<file path="src/rtl/exc_arb_pkg.sv">
package exc_arb_pkg;

  // Source code doubles as the vector slot index: vector = base + 2*code.
  typedef enum logic [2:0] {
    SRC_NONE  = 3'd0,
    SRC_SWI3  = 3'd1,
    SRC_SWI2  = 3'd2,
    SRC_FIRQ  = 3'd3,
    SRC_IRQ   = 3'd4,
    SRC_SWI1  = 3'd5,
    SRC_NMI   = 3'd6,
    SRC_RESET = 3'd7
  } exc_src_e;

  localparam int NUM_SWI = 3;

  function automatic logic [15:0] vector_of(input logic [15:0] base,
                                            input exc_src_e src);
    logic [15:0] off;
    off = {12'd0, src, 1'b0};
    return base | off;
  endfunction

endpackage

</file>
<file path="src/rtl/exc_nmi_latch.sv">
module exc_nmi_latch (
  input  logic clk,
  input  logic rst_n,
  input  logic nmi_i,
  input  logic clear_i,
  output logic pend_o
);

  logic prev_q, prev_d;
  logic pend_q, pend_d;
  logic rise;

  always_comb begin
    rise   = nmi_i & ~prev_q;
    prev_d = nmi_i;
    // a fresh edge in the clearing cycle stays pending
    pend_d = rise | (pend_q & ~clear_i);
  end

  always_ff @(posedge clk or negedge rst_n) begin
    if (!rst_n) begin
      prev_q <= 1'b0;
      pend_q <= 1'b0;
    end else begin
      prev_q <= prev_d;
      pend_q <= pend_d;
    end
  end

  assign pend_o = pend_q;

endmodule

</file>
<file path="src/rtl/exc_priority.sv">
module exc_priority
  import exc_arb_pkg::*;
(
  input  logic               reset_pend_i,
  input  logic               nmi_pend_i,
  input  logic               firq_ok_i,
  input  logic               irq_ok_i,
  input  logic [NUM_SWI-1:0] swi_i,   // [0]=trap1, [1]=trap2, [2]=trap3
  output exc_src_e           src_o
);

  localparam exc_src_e SWI_SRC [NUM_SWI] = '{SRC_SWI1, SRC_SWI2, SRC_SWI3};

  exc_src_e soft_src;

  always_comb begin
    soft_src = SRC_NONE;
    for (int k = NUM_SWI - 1; k >= 0; k--) begin
      if (swi_i[k]) soft_src = SWI_SRC[k];
    end
  end

  always_comb begin
    if (reset_pend_i)    src_o = SRC_RESET;
    else if (nmi_pend_i) src_o = SRC_NMI;
    else if (firq_ok_i)  src_o = SRC_FIRQ;
    else if (irq_ok_i)   src_o = SRC_IRQ;
    else                 src_o = soft_src;
  end

endmodule

</file>
<file path="src/rtl/exc_mask_rule.sv">
module exc_mask_rule
  import exc_arb_pkg::*;
(
  input  exc_src_e src_i,
  output logic     set_i_o,
  output logic     set_f_o
);

  always_comb begin
    set_i_o = 1'b0;
    set_f_o = 1'b0;
    unique case (src_i)
      SRC_RESET, SRC_NMI, SRC_FIRQ, SRC_SWI1: begin
        set_i_o = 1'b1;
        set_f_o = 1'b1;
      end
      SRC_IRQ:  set_i_o = 1'b1;
      SRC_SWI2, SRC_SWI3, SRC_NONE: ;
      default: ;
    endcase
  end

endmodule

</file>
<file path="src/rtl/exc_vector_arbiter.sv">
module exc_vector_arbiter
  import exc_arb_pkg::*;
#(
  parameter int          ADDR_W   = 16,
  parameter int          CC_W     = 8,
  parameter int          I_BIT    = 4,
  parameter int          F_BIT    = 6,
  parameter logic [15:0] VEC_BASE = 16'hFFF0
) (
  input  logic              clk,
  input  logic              rst_n,
  input  logic              boundary_i,
  input  logic              nmi_i,
  input  logic              firq_i,
  input  logic              irq_i,
  input  logic              swi1_i,
  input  logic              swi2_i,
  input  logic              swi3_i,
  input  logic [CC_W-1:0]   cc_i,
  input  logic              restore_i,
  input  logic [CC_W-1:0]   restore_cc_i,
  output logic              take_o,
  output logic [ADDR_W-1:0] vector_o,
  output logic [CC_W-1:0]   cc_o
);

  localparam logic [CC_W-1:0] I_SEL = CC_W'(1) << I_BIT;
  localparam logic [CC_W-1:0] F_SEL = CC_W'(1) << F_BIT;

  logic reset_pend_q, reset_pend_d;
  logic i_mask_q, i_mask_d;
  logic f_mask_q, f_mask_d;
  logic take_q, take_d;
  logic [ADDR_W-1:0] vec_q, vec_d;
  logic vec_en, mask_en;

  logic nmi_pend;
  logic nmi_clear;
  logic firq_ok, irq_ok;
  exc_src_e cand, win;
  logic set_i, set_f;
  logic rest_i, rest_f;

  exc_nmi_latch u_nmi (
    .clk     (clk),
    .rst_n   (rst_n),
    .nmi_i   (nmi_i),
    .clear_i (nmi_clear),
    .pend_o  (nmi_pend)
  );

  always_comb begin
    firq_ok = firq_i & ~f_mask_q;
    irq_ok  = irq_i  & ~i_mask_q;
  end

  exc_priority u_prio (
    .reset_pend_i (reset_pend_q),
    .nmi_pend_i   (nmi_pend),
    .firq_ok_i    (firq_ok),
    .irq_ok_i     (irq_ok),
    .swi_i        ({swi3_i, swi2_i, swi1_i}),
    .src_o        (cand)
  );

  always_comb win = boundary_i ? cand : SRC_NONE;

  exc_mask_rule u_rule (
    .src_i   (win),
    .set_i_o (set_i),
    .set_f_o (set_f)
  );

  // next-state logic
  always_comb begin
    take_d       = (win != SRC_NONE);
    nmi_clear    = (win == SRC_NMI);
    reset_pend_d = reset_pend_q & ~(win == SRC_RESET);
    rest_i       = |(restore_cc_i & I_SEL);
    rest_f       = |(restore_cc_i & F_SEL);

    mask_en  = take_d | restore_i;
    i_mask_d = i_mask_q;
    f_mask_d = f_mask_q;
    if (take_d) begin
      i_mask_d = i_mask_q | set_i;
      f_mask_d = f_mask_q | set_f;
    end else if (restore_i) begin
      i_mask_d = rest_i;
      f_mask_d = rest_f;
    end

    vec_en = take_d;
    vec_d  = ADDR_W'(vector_of(VEC_BASE, win));
  end

  // registers
  always_ff @(posedge clk or negedge rst_n) begin
    if (!rst_n) begin
      reset_pend_q <= 1'b1;
      take_q       <= 1'b0;
    end else begin
      reset_pend_q <= reset_pend_d;
      take_q       <= take_d;
    end
  end

  always_ff @(posedge clk or negedge rst_n) begin
    if (!rst_n) begin
      i_mask_q <= 1'b1;
      f_mask_q <= 1'b1;
    end else if (mask_en) begin
      i_mask_q <= i_mask_d;
      f_mask_q <= f_mask_d;
    end
  end

  always_ff @(posedge clk or negedge rst_n) begin
    if (!rst_n)      vec_q <= '0;
    else if (vec_en) vec_q <= vec_d;
  end

  // outputs
  always_comb begin
    cc_o = cc_i & ~(I_SEL | F_SEL);
    if (i_mask_q) cc_o = cc_o | I_SEL;
    if (f_mask_q) cc_o = cc_o | F_SEL;
  end

  assign take_o   = take_q;
  assign vector_o = vec_q;

endmodule

</file>
<file path="config.mk">
export PLATFORM = sky130hd
export DESIGN_NAME = exc_vector_arbiter
export DESIGN_NICKNAME = d
export VERILOG_FILES = /design/src/rtl/exc_arb_pkg.sv /design/src/rtl/exc_nmi_latch.sv /design/src/rtl/exc_priority.sv /design/src/rtl/exc_mask_rule.sv /design/src/rtl/exc_vector_arbiter.sv
export SDC_FILE = /design/constraint.sdc
export NUM_CORES = 1
export LEC_CHECK = 0
export BUFFER_PORTS_ARGS = -buffer_cell sky130_fd_sc_hd__buf_2
export CORE_MARGIN = 5
export CORE_UTILIZATION = 38
export CTS_CLUSTER_DIAMETER = 40
export CTS_CLUSTER_SIZE = 12
export DETAILED_ROUTE_END_ITERATION = 7
export HOLD_SLACK_MARGIN = 0.08
export PLACE_DENSITY_LB_ADDON = 0.1
export SYNTH_ARGS = -nofsm -noshare
export SYNTH_HDL_FRONTEND = slang
export SYNTH_SLANG_ARGS = --single-unit
</file>
<file path="constraint.sdc">
create_clock -name clk -period 2 [get_ports clk]
set_input_delay 0.3 -clock clk [delete_from_list [all_inputs] [get_ports clk]]
set_output_delay 0.3 -clock clk [all_outputs]
set_load 0.05 [all_outputs]
</file>
==> Yosys cells after proc, flatten, opt, wreduce, memory -nomap -nowiden <==
Cells that the tools add are included.
{ "word_totals": {"inputBits": 26, "register_bits": 10, "word_cells": 47} }
{ "classes": {"mux": 16, "n_reduce_logical": 5, "n_eq_ne": 5, "bitwise_logic": 14} }
{ "op_table": {"columns": ["operator", "count"], "rows": [
  ["2-to-1 mux 3 bit", 6],
  ["== test 3 bit, second input constant", 4],
  ["2-to-1 mux 1 bit", 7],
  ["2-to-1 mux 7 bit", 1],
  ["AND 1 bit", 5],
  ["2-to-1 mux 5 bit", 1],
  ["inverter 1 bit", 5],
  ["OR reduction 5 bit", 1],
  ["bitwise OR 1 bit", 4],
  ["OR reduction 4 bit", 1],
  ["== test 3 x 2 -> 1 bit, second input constant", 1],
  ["nonzero test 3 bit", 1],
  ["2-to-1 mux 2 bit", 1],
  ["AND reduction 2 bit", 1],
  ["nonzero test 2 bit", 1]
]} }

==> Logic depth before layout (Yosys ltp) <==
Gate-level depths: netlist (run 1).
{ "depth": {"word_depth": 13, "depth_mapped": 5, "ltp_nobuf": 5} }

==> By module <==
Synthesis (run 1) repeated with hierarchy kept, for this count alone.
{ "unflattened": {"hier_cells": 65, "hier_area_um2": 656.9} }
{ "by_module_without_submodules": {"columns": ["mod", "seq_area_each_um2", "cells_each", "instances", "area_per_inst_um2"], "rows": [
  ["exc_vector_arbiter", 203.9, 49, 1, 518.0],
  ["exc_nmi_latch", 50.0, 5, 1, 70.1],
  ["exc_priority", 0.0, 9, 1, 48.8],
  ["exc_mask_rule", 0.0, 2, 1, 20.0]
]} }

==> Least setup slack after synthesis (run 1) <==
OpenSTA, ideal clock, no wires.
{ "synth_timing": {"path_type": "register to register", "start": "register f_mask_q", "end": "register i_mask_q", "t_arrival_ps": 1428, "n_path_buf": 0, "path_slack_ps": 491, "setup_ps": 81, "period_less_slack_ps": 1509, "path_stages_with_launch": 6, "cell_sequence": "dfstp_2 -> or2b_1 -> nor2_1 -> or3_1 -> a32o_1 -> a32oi_1"} }
{ "synth_via": {"elab_chain_len": 11, "word_cells_on_any_way": 19, "classes_between": "eq/ne: 5; mux: 6; bitwise: 4; reduce/logical: 4"} }
{ "synth_lines": {"columns": ["item", "line_no", "text"], "rows": [
  ["start: declaration", "exc_vector_arbiter.sv:32", "logic f_mask_q, f_mask_d;"],
  ["start signal: assignment", "exc_vector_arbiter.sv:114", "f_mask_q <= f_mask_d;"],
  ["inverter 1 bit *", "exc_vector_arbiter.sv:53", "firq_ok = firq_i & ~f_mask_q;"],
  ["AND 1 bit *", "exc_vector_arbiter.sv:53", null],
  ["2-to-1 mux 3 bit *", "exc_priority.sv:26", "else if (firq_ok_i) src_o = SRC_FIRQ;"],
  ["2-to-1 mux 3 bit *", "exc_priority.sv:25", "else if (nmi_pend_i) src_o = SRC_NMI;"],
  ["2-to-1 mux 3 bit *", "exc_priority.sv:24", "if (reset_pend_i) src_o = SRC_RESET;"],
  ["2-to-1 mux 3 bit *", "exc_vector_arbiter.sv:66", "always_comb win = boundary_i ? cand : SRC_NONE;"],
  ["== test 3 bit or == test 3 x 2 -> 1 bit (tied branches)", "exc_mask_rule.sv:12", "unique case (src_i)"],
  ["OR reduction 5 bit (no source line)", null, null],
  ["2-to-1 mux 1 bit", "exc_mask_rule.sv:12", null],
  ["bitwise OR 1 bit", "exc_vector_arbiter.sv:86", "i_mask_d = i_mask_q | set_i;"],
  ["2-to-1 mux 1 bit", "exc_vector_arbiter.sv:85", "if (take_d) begin"],
  ["end signal: assignment", "exc_vector_arbiter.sv:113", "i_mask_q <= i_mask_d;"],
  ["end: declaration", "exc_vector_arbiter.sv:31", "logic i_mask_q, i_mask_d;"]
]} }
Every way passes the cells marked *; elsewhere a longest branch is shown, timed or not.
A chain may end at the register's enable or synchronous reset.

==> Worst setup path after layout (run 1) <==
Ends and elaborated chain as after synthesis.

==> impl_metrics.json, run 1 <==
{
  "status": "completed",
  "netlist_top_cells_area": "dfrtp_1 26%, buf_4 22%, dfstp_2 12%",
  "rsz0062_at_grt": "no",
  "criticalPathCategory": "flop to flop",
  "n_antenna_cell": 0,
  "relSlewSlack_pct": 64.2,
  "synth_area_per_cell_um2": 9.11,
  "layout-drive-gt1-share_pct": 46.0,
  "min-delay-start": "nmi_i",
  "cts-hold-fix-buffers": 1,
  "cts_resized": 0,
  "portBuffers": 29,
  "wl_per_cell_um": 12.6,
  "fp.dieW_um": 52.1,
  "core-area_mm2": 0.00171,
  "drv_cap": 0,
  "drcViolationCount": 0,
  "tightest_slew_ns": 0.532,
  "setup_viol": 0,
  "cp_cell_sequence": "or2b_1, nor2_1, or3_1, a32o_1, a32oi_1",
  "r2r_cells": 5,
  "wirelength_mm": 1.41,
  "grt_pass1_wl_mm": 2.17,
  "cts.reportedPaths.clkPinSlew_ns": 0.08,
  "syn-instance-count": 74,
  "ant_nets": 0,
  "crit_start": "f_mask_q",
  "synthArstFlopShare_pct": 100,
  "layout.cells.non_filler": 112,
  "cp-end-kind": "flop",
  "cts_tree": "done",
  "synth.most_common_cell": "buf_4",
  "start_util_pct": 39.5,
  "post-route-period-util_pct": 80.2,
  "yosys_warnings": 0,
  "final_nets": 114,
  "track_usage_pct": 10.7,
  "min_period_ns": 1.60,
  "gp_congestion": 0.698,
  "synthDominantCellAreaShare_pct": 26.0,
  "vias_per_cell": 4.78,
  "cts_buffer_depth": 2,
  "ys_types": 29,
  "vdd_drop_max_v": 0.000338,
  "max_stage_delay_ns": 0.55,
  "clock_skew_ns": 0.00696,
  "ys_seq_elements": 10,
  "grt_remaining_overflow": 0,
  "htree_num_levels": 1,
  "dp_cells": 107,
  "die_area_mm2": 0.00272,
  "clock-sinks": 10,
  "clock_latency_ns": 0.26,
  "r2r_start": "f_mask_q",
  "yosys-top-cells-count": "20 x buf_4, 7 x dfrtp_1, 6 x nand2_1",
  "io_pins": 51,
  "drv_slew": 0,
  "post_cts_buffers": 0,
  "synth_edf_count": 0,
  "cp-start-kind": "flop",
  "synthesis.area_um2": 674,
  "fillers": 176,
  "antenna_found_initial": 0,
  "yosysTopAreaCell": "dfrtp_1",
  "rrSetupSlack_ns": 0.40,
  "vias": 535,
  "crit_path_end": "i_mask_q",
  "synth_nets": 100,
  "ys_seq_area_share_pct": 37.7,
  "syn2layout_area_growth_pct": 10.2,
  "fmax_mhz": 623,
  "powerDensity_mw_per_mm2": 801,
  "arrival_ns": 1.80,
  "p_leak_nw": 0.344,
  "cp_max_fo": 4,
  "grt_pass1_vias": 504,
  "cts_buffers": 3,
  "final_util_pct": 43.5,
  "dr.pass1.iters": 4,
  "critPathSlowestCell": "dfstp_2",
  "fin_tns_setup_ns": 0,
  "die_h_um": 52.1,
  "synth-main-ff-cell": "dfrtp_1",
  "drt-initial-drc-count": 6,
  "grt_max_degree": 14,
  "hpwl_mm": 1.12,
  "worstReg2RegEnd": "i_mask_q",
  "rows": 15,
  "clockRootBuffer": "clkbuf_4",
  "hp-class": "primary input to flop",
  "hold_violations": 0,
  "crit_required_ns": 2.19
}
[kinds of logic after synthesis]
| kind of cell | count (synthesis) | synth area share (%) |
|---|---|---|
| other | 1 | 0.556 |
| AOI/OAI and AO/OA | 17 | 19.1 |
| DFF | 10 | 37.7 |
| buffers and inverters | 25 | 25.0 |
| and+or+nand+nor | 21 | 17.6 |
[layout by cell type, fill, tap and decap left out, drive strengths merged, types with 2 or more instances in the layout]
cell type | synthesis | routed
dfstp | 3 | 3
inv | 4 | 4
clkbuf | 1 | 4
o21ai | 4 | 4
nor2 | 4 | 4
buf | 20 | 29
nand2 | 6 | 6
a211oi | 2 | 2
nand2b | 2 | 2
nor2b | 4 | 4
dfrtp | 7 | 7
a21boi | 2 | 2
[per-layer routing]
| metal | track usage (%) | vias up | routed length [µm] |
|---|---|---|---|
| met2 | 17.8 | 22 | 655 |
| met5 | 0 | - | 0 |
| met4 | 3.93 | 0 | 8 |
| met3 | 2.29 | 2 | 128 |
| li1 | - | 256 | - |
| met1 | 13.5 | 255 | 618 |
[state kept, by name (all words and copies together), names as in the netlist]
signal / count
u_nmi.prev_q: 1
f_mask_q: 1
u_nmi.pend_o: 1
i_mask_q: 1
vector_o: 4
reset_pend_q: 1
take_o: 1
[final cells by class]
class | count | area (µm²) | share of cell area (%)
Inverter | 4 | 15.0 | 2.02
Multi-Input combinational cell | 39 | 251 | 33.8
Clock buffer | 4 | 36.3 | 4.88
Timing Repair Buffer | 30 | 155 | 20.9
Sequential cell | 10 | 254 | 34.2
Tap cell | 25 | 31.3 | 4.21
[worst min-delay path by stage]
stage              endpoint  slack (ns)  cells past startpoint
2_1_floorplan        take_o       0.004                      0
3_3_place_gp    vector_o[3]        0.17                      1
3_5_place_dp    vector_o[3]        0.17                      1
4_1_cts        u_nmi.prev_q        0.15                      1
5_1_grt        u_nmi.prev_q        0.15                      1
6_report       u_nmi.prev_q        0.16                      1
[worst max-delay path: cells and delay by family, from the launching register on]
family / cells / cell delay, ns
and+or+nand+nor: 3 / 0.57
AOI/OAI and AO/OA: 2 / 0.41
DFF: 1 / 0.55
[through the flow]
stage	area, µm²	power (mW)	setup slack (ns)	hold WS (ns)
final	743	0.596	0.396	0.161
after global placement	697	0.414	0.409	0.172
after floorplan	674	0.407	0.491	0.00441
after CTS	743	0.603	0.391	0.154
after detailed placement	697	0.415	0.398	0.173
after global routing	743	0.628	0.293	0.150
[where the power goes]
part	internal (mW)	switching, mW
Combinational	0.0501	0.120
Clock	0.110	0.0739
Sequential	0.227	0.0141
Power figures use the tool's default switching activity.
==> run 2, diff against run 1 <==
- clock period: 2 -> 1.6 ns (I/O delays scaled with it)
==> run 2 against run 1 <==
- register-to-register slack got worse by 0.38 ns
- critical path depth is the same
- global-route usage fell by 0.15 points
- routed wire length grew 2.3%
- flip-flop and latch count stayed put
- setup slack got worse by 0.38 ns
- worst hold slack got worse by 0.064 ns
==> impl_metrics.json, run 2 (same netlist as run 1, synthesis figures left out) <==
{
  "status": "completed",
  "cp_max_fo": 3,
  "criticalPathCategory": "flop to flop",
  "fmax_mhz": 633,
  "setup_viol": 0,
  "rsz0062_at_grt": "yes",
  "clock_latency_ns": 0.26,
  "die_h_um": 52.1,
  "final_util_pct": 45.1,
  "grt_pass1_wl_mm": 2.08,
  "portBuffers": 29,
  "wirelength_mm": 1.44,
  "clock_skew_ns": 0.00299,
  "drv_cap": 0,
  "dr.pass1.iters": 5,
  "crit_required_ns": 1.79,
  "hp-class": "primary input to flop",
  "cts_buffers": 3,
  "clockRootBuffer": "clkbuf_4",
  "post-route-period-util_pct": 98.8,
  "drv_slew": 0,
  "clock-sinks": 10,
  "whs_ns": 0.0976,
  "final_nets": 116,
  "drcViolationCount": 0,
  "grt_pass1_vias": 497,
  "grt_remaining_overflow": 0,
  "crit_start": "f_mask_q",
  "grt_max_degree": 14,
  "layout-drive-gt1-share_pct": 50.6,
  "htree_num_levels": 1,
  "antenna_found_initial": 0,
  "track_usage_pct": 10.6,
  "r2r_start": "f_mask_q",
  "rows": 15,
  "core-area_mm2": 0.00171,
  "fp.dieW_um": 52.1,
  "cts_buffer_depth": 2,
  "min_period_ns": 1.58,
  "wl_per_cell_um": 12.7,
  "start_util_pct": 39.5,
  "cp-start-kind": "flop",
  "largest_reg_flops": 4,
  "p_leak_nw": 0.354,
  "syn2layout_area_growth_pct": 14.3,
  "ant_nets": 0,
  "arrival_ns": 1.77,
  "min-delay-start": "nmi_i",
  "powerDensity_mw_per_mm2": 983,
  "gp_congestion": 0.733,
  "cts.reportedPaths.clkPinSlew_ns": 0.07,
  "final_common_cell": "buf_2",
  "n_antenna_cell": 0,
  "drt-initial-drc-count": 7,
  "die_area_mm2": 0.00272,
  "vias_per_cell": 4.72,
  "io_pins": 51,
  "vdd_drop_max_v": 0.000411,
  "cp-end-kind": "flop",
  "hpwl_mm": 1.14,
  "hold_violations": 0,
  "vias": 538,
  "cts_tree": "done",
  "final_cell_mix": "29 x buf_2, 7 x dfrtp_1, 6 x nand2_1, 4 x inv_1, 4 x o21ai_0"
}
-- run 2: changes by cell type in the layout (fill, tap and decap cells not counted), sizes merged --
cell and delta:
buf +2
-- run 2: worst paths after layout --
| kind | cells after the start | slack (ns) | to |
|---|---|---|---|
| min reg2reg | 1 | 0.43 | u_nmi.pend_o |
| max reg2reg | 5 | 0.02 | i_mask_q |
| max | 5 | 0.02 | i_mask_q |
| min | 1 | 0.1 | u_nmi.prev_q |
| min in group asynchronous | 2 | 0.36 | vector_o[3] |
| max in group asynchronous | 2 | 0.98 | f_mask_q |
-- run 2: repair_timing --
item | 4_1_cts | 5_1_grt
setup buffers | 0 | 1
endpoints found under the setup margin | 0 | 2
resized for setup | 0 | 4
endpoints found under the hold margin | 10 | 0
hold buffers | 1 | 0
-- run 2: worst max-delay path, cell delays in order (launching register included) --
cell     delay (ns)
dfstp_2        0.53
or2b_1         0.15
nor2_2         0.06
or3_1          0.38
a32o_1         0.25
a32oi_1        0.14
-- run 2: layout make-up --
type | instances | area [µm²]
clock buffers | 4 | 36.3
fillers | 166 | 937
inverters | 4 | 15.0
multi-input cells | 39 | 264
flip-flops and latches | 10 | 254
well taps | 25 | 31.3
repair buffers | 32 | 170
-- run 2: where the power goes --
part	switching, mW	total, mW	internal [mW]
Sequential	0.0154	0.299	0.283
Combinational	0.157	0.230	0.0725
Clock	0.0913	0.229	0.138
Total	0.264	0.758	0.494
-- run 2: metrics by stage --
step,setup slack (ns),area [µm²],std cells,power (mW),TNS (ns)
floorplan,0.0914,674,74,0.509,0
global placement,0.0476,704,108,0.522,0
detailed placement,0.0283,704,108,0.524,0
CTS,0.0146,751,113,0.760,0
global route,-0.0366,771,114,0.802,-0.0366
finish,0.0193,771,114,0.758,0
-- run 2: routing by layer --
metal / vias up / wire length [µm] / share of wire (%) / GRT usage, %
met5: - / 0 / 0 / 0
met2: 27 / 683 / 47 / 17.6
li1: 263 / - / - / -
met4: 0 / 14 / 0.97 / 6.55
met3: 2 / 151 / 10 / 2.87
met1: 246 / 594 / 41 / 11.8
==> run 3, diff against run 2 <==
- CELL_PAD_IN_SITES_DETAIL_PLACEMENT: not set -> 0
- CELL_PAD_IN_SITES_GLOBAL_PLACEMENT: not set -> 2
- CORE_UTILIZATION: 38 -> 20
==> run 3 against run 2 <==
- routed wire length grew 11%
- count of clock-buffer cells in the layout stayed put
- largest cell class unchanged
- register-to-register slack hardly changed
- fmax fell by 0.77%
- die area rose by 71%
==> impl_metrics.json, run 3 (same netlist as run 1, synthesis figures left out) <==
{
  "wl_per_cell_um": 11.8,
  "status": "completed",
  "final_cell_mix": "29 x buf_2, 7 x dfrtp_1, 6 x nand2_1, 4 x inv_1",
  "hpwl_mm": 1.33,
  "wl_met1_um": 800,
  "die_area_mm2": 0.00463,
  "crit_required_ns": 1.78,
  "layout.cells.non_filler": 136,
  "start_util_pct": 20.4,
  "wirelength_mm": 1.60,
  "cts_tree": "done",
  "drv_slew": 0,
  "core-area_mm2": 0.00331,
  "antenna_found_initial": 0,
  "hp-class": "primary input to flop",
  "wl_met2_um": 673,
  "n_antenna_cell": 0,
  "clock_skew_ns": 0.00298,
  "p_leak_nw": 0.357,
  "final_nets": 117,
  "drcViolationCount": 0,
  "grt_pass1_wl_mm": 2.61,
  "post-place-ws_ns": 0.00578,
  "powerDensity_mw_per_mm2": 900,
  "cp-end-kind": "flop",
  "drv_cap": 0,
  "cts.reportedPaths.clkPinSlew_ns": 0.07,
  "cts_buffers": 3,
  "grt_max_degree": 14,
  "drt-initial-drc-count": 35,
  "fillers": 382,
  "rsz0062_at_grt": "yes",
  "dr.pass1.iters": 4,
  "portBuffers": 29,
  "min_period_ns": 1.59,
  "ant_nets": 0,
  "largest_reg_flops": 4,
  "cp-start-kind": "flop",
  "track_usage_pct": 7.68,
  "gp_congestion": 0.667,
  "grt_pass1_vias": 565,
  "dr_wl_met3_um": 106,
  "min-delay-start": "nmi_i",
  "r2r_start": "f_mask_q",
  "syn2layout_area_growth_pct": 18.0,
  "setup_viol": 0,
  "criticalPathCategory": "flop to flop",
  "arrival_ns": 1.77,
  "grt_remaining_overflow": 0,
  "cts_buffer_depth": 2,
  "htree_num_levels": 1,
  "layout-drive-gt1-share_pct": 51.1,
  "fmax_mhz": 628,
  "io_pins": 51,
  "die_h_um": 68.1,
  "hold_violations": 0,
  "dp_cells": 131,
  "layout_setup_ws_ns": 0.00702,
  "cp_max_fo": 3,
  "vias_per_cell": 3.95,
  "final_util_pct": 24.0,
  "clock-sinks": 10,
  "crit_start": "f_mask_q",
  "highest_layer": "met4",
  "vdd_drop_max_v": 0.000342,
  "clock_latency_ns": 0.26,
  "post_cts_buffers": 0,
  "fp.dieW_um": 68.1,
  "rows": 21,
  "post-route-period-util_pct": 99.6,
  "final_common_cell": "buf_2",
  "clockRootBuffer": "clkbuf_4",
  "vias": 537
}
==> run 3: worst paths after layout <==
check	end	slack [ns]	cells past startpoint
max	i_mask_q	0.007	5
min reg2reg	u_nmi.pend_o	0.42	1
min in group asynchronous	u_nmi.prev_q	0.36	2
max in group asynchronous	f_mask_q	0.98	2
max reg2reg	i_mask_q	0.007	5
min	u_nmi.prev_q	0.1	1
==> run 3: cell type report <==
class / instances / area, µm² / share of cell area [%]
Multi-Input combinational cell: 39 / 265 / 33.3
Timing Repair Buffer: 33 / 178 / 22.3
Tap cell: 46 / 57.6 / 7.23
Sequential cell: 10 / 254 / 31.9
Inverter: 4 / 15.0 / 1.89
Clock buffer: 4 / 26.3 / 3.30
==> run 3: what timing repair did <==
item,4_1_cts,5_1_grt
resized for setup,1,4
pin swaps,0,1
hold buffers,1,0
endpoints found under the setup margin,1,5
hold endpoints to repair,10,0
==> run 3: where the power goes <==
group	internal, mW	total, mW	switching (mW)	leakage, nW
Combinational	0.0743	0.234	0.160	0.231
Clock	0.0963	0.183	0.0871	0.0150
Sequential	0.283	0.299	0.0156	0.111
Total	0.454	0.716	0.262	0.357
==> run 3: worst max-delay path: stages, from the launching register on <==
cell and delay (ns):
dfstp_2 0.53, or2b_1 0.15, nor2_2 0.06, or3_1 0.35, a32o_2 0.27, a32oi_1 0.15
==> run 3: through the flow <==
step                hold slack, ns  setup TNS (ns)  total power [mW]  area (µm²)
floorplan                  -0.0556               0             0.509         674
global placement             0.122         -0.0184             0.536         746
detailed placement           0.120               0             0.533         746
CTS                         0.0867               0             0.728         787
global route                0.0893          -0.161             0.769         796
finish                      0.0963               0             0.716         796
==> run 3: layer usage <==
layer,vias to the layer above,GRT usage (%)
met5,-,0
met4,0,4.96
met3,6,1.97
met2,18,10.6
met1,248,10.4
li1,265,-
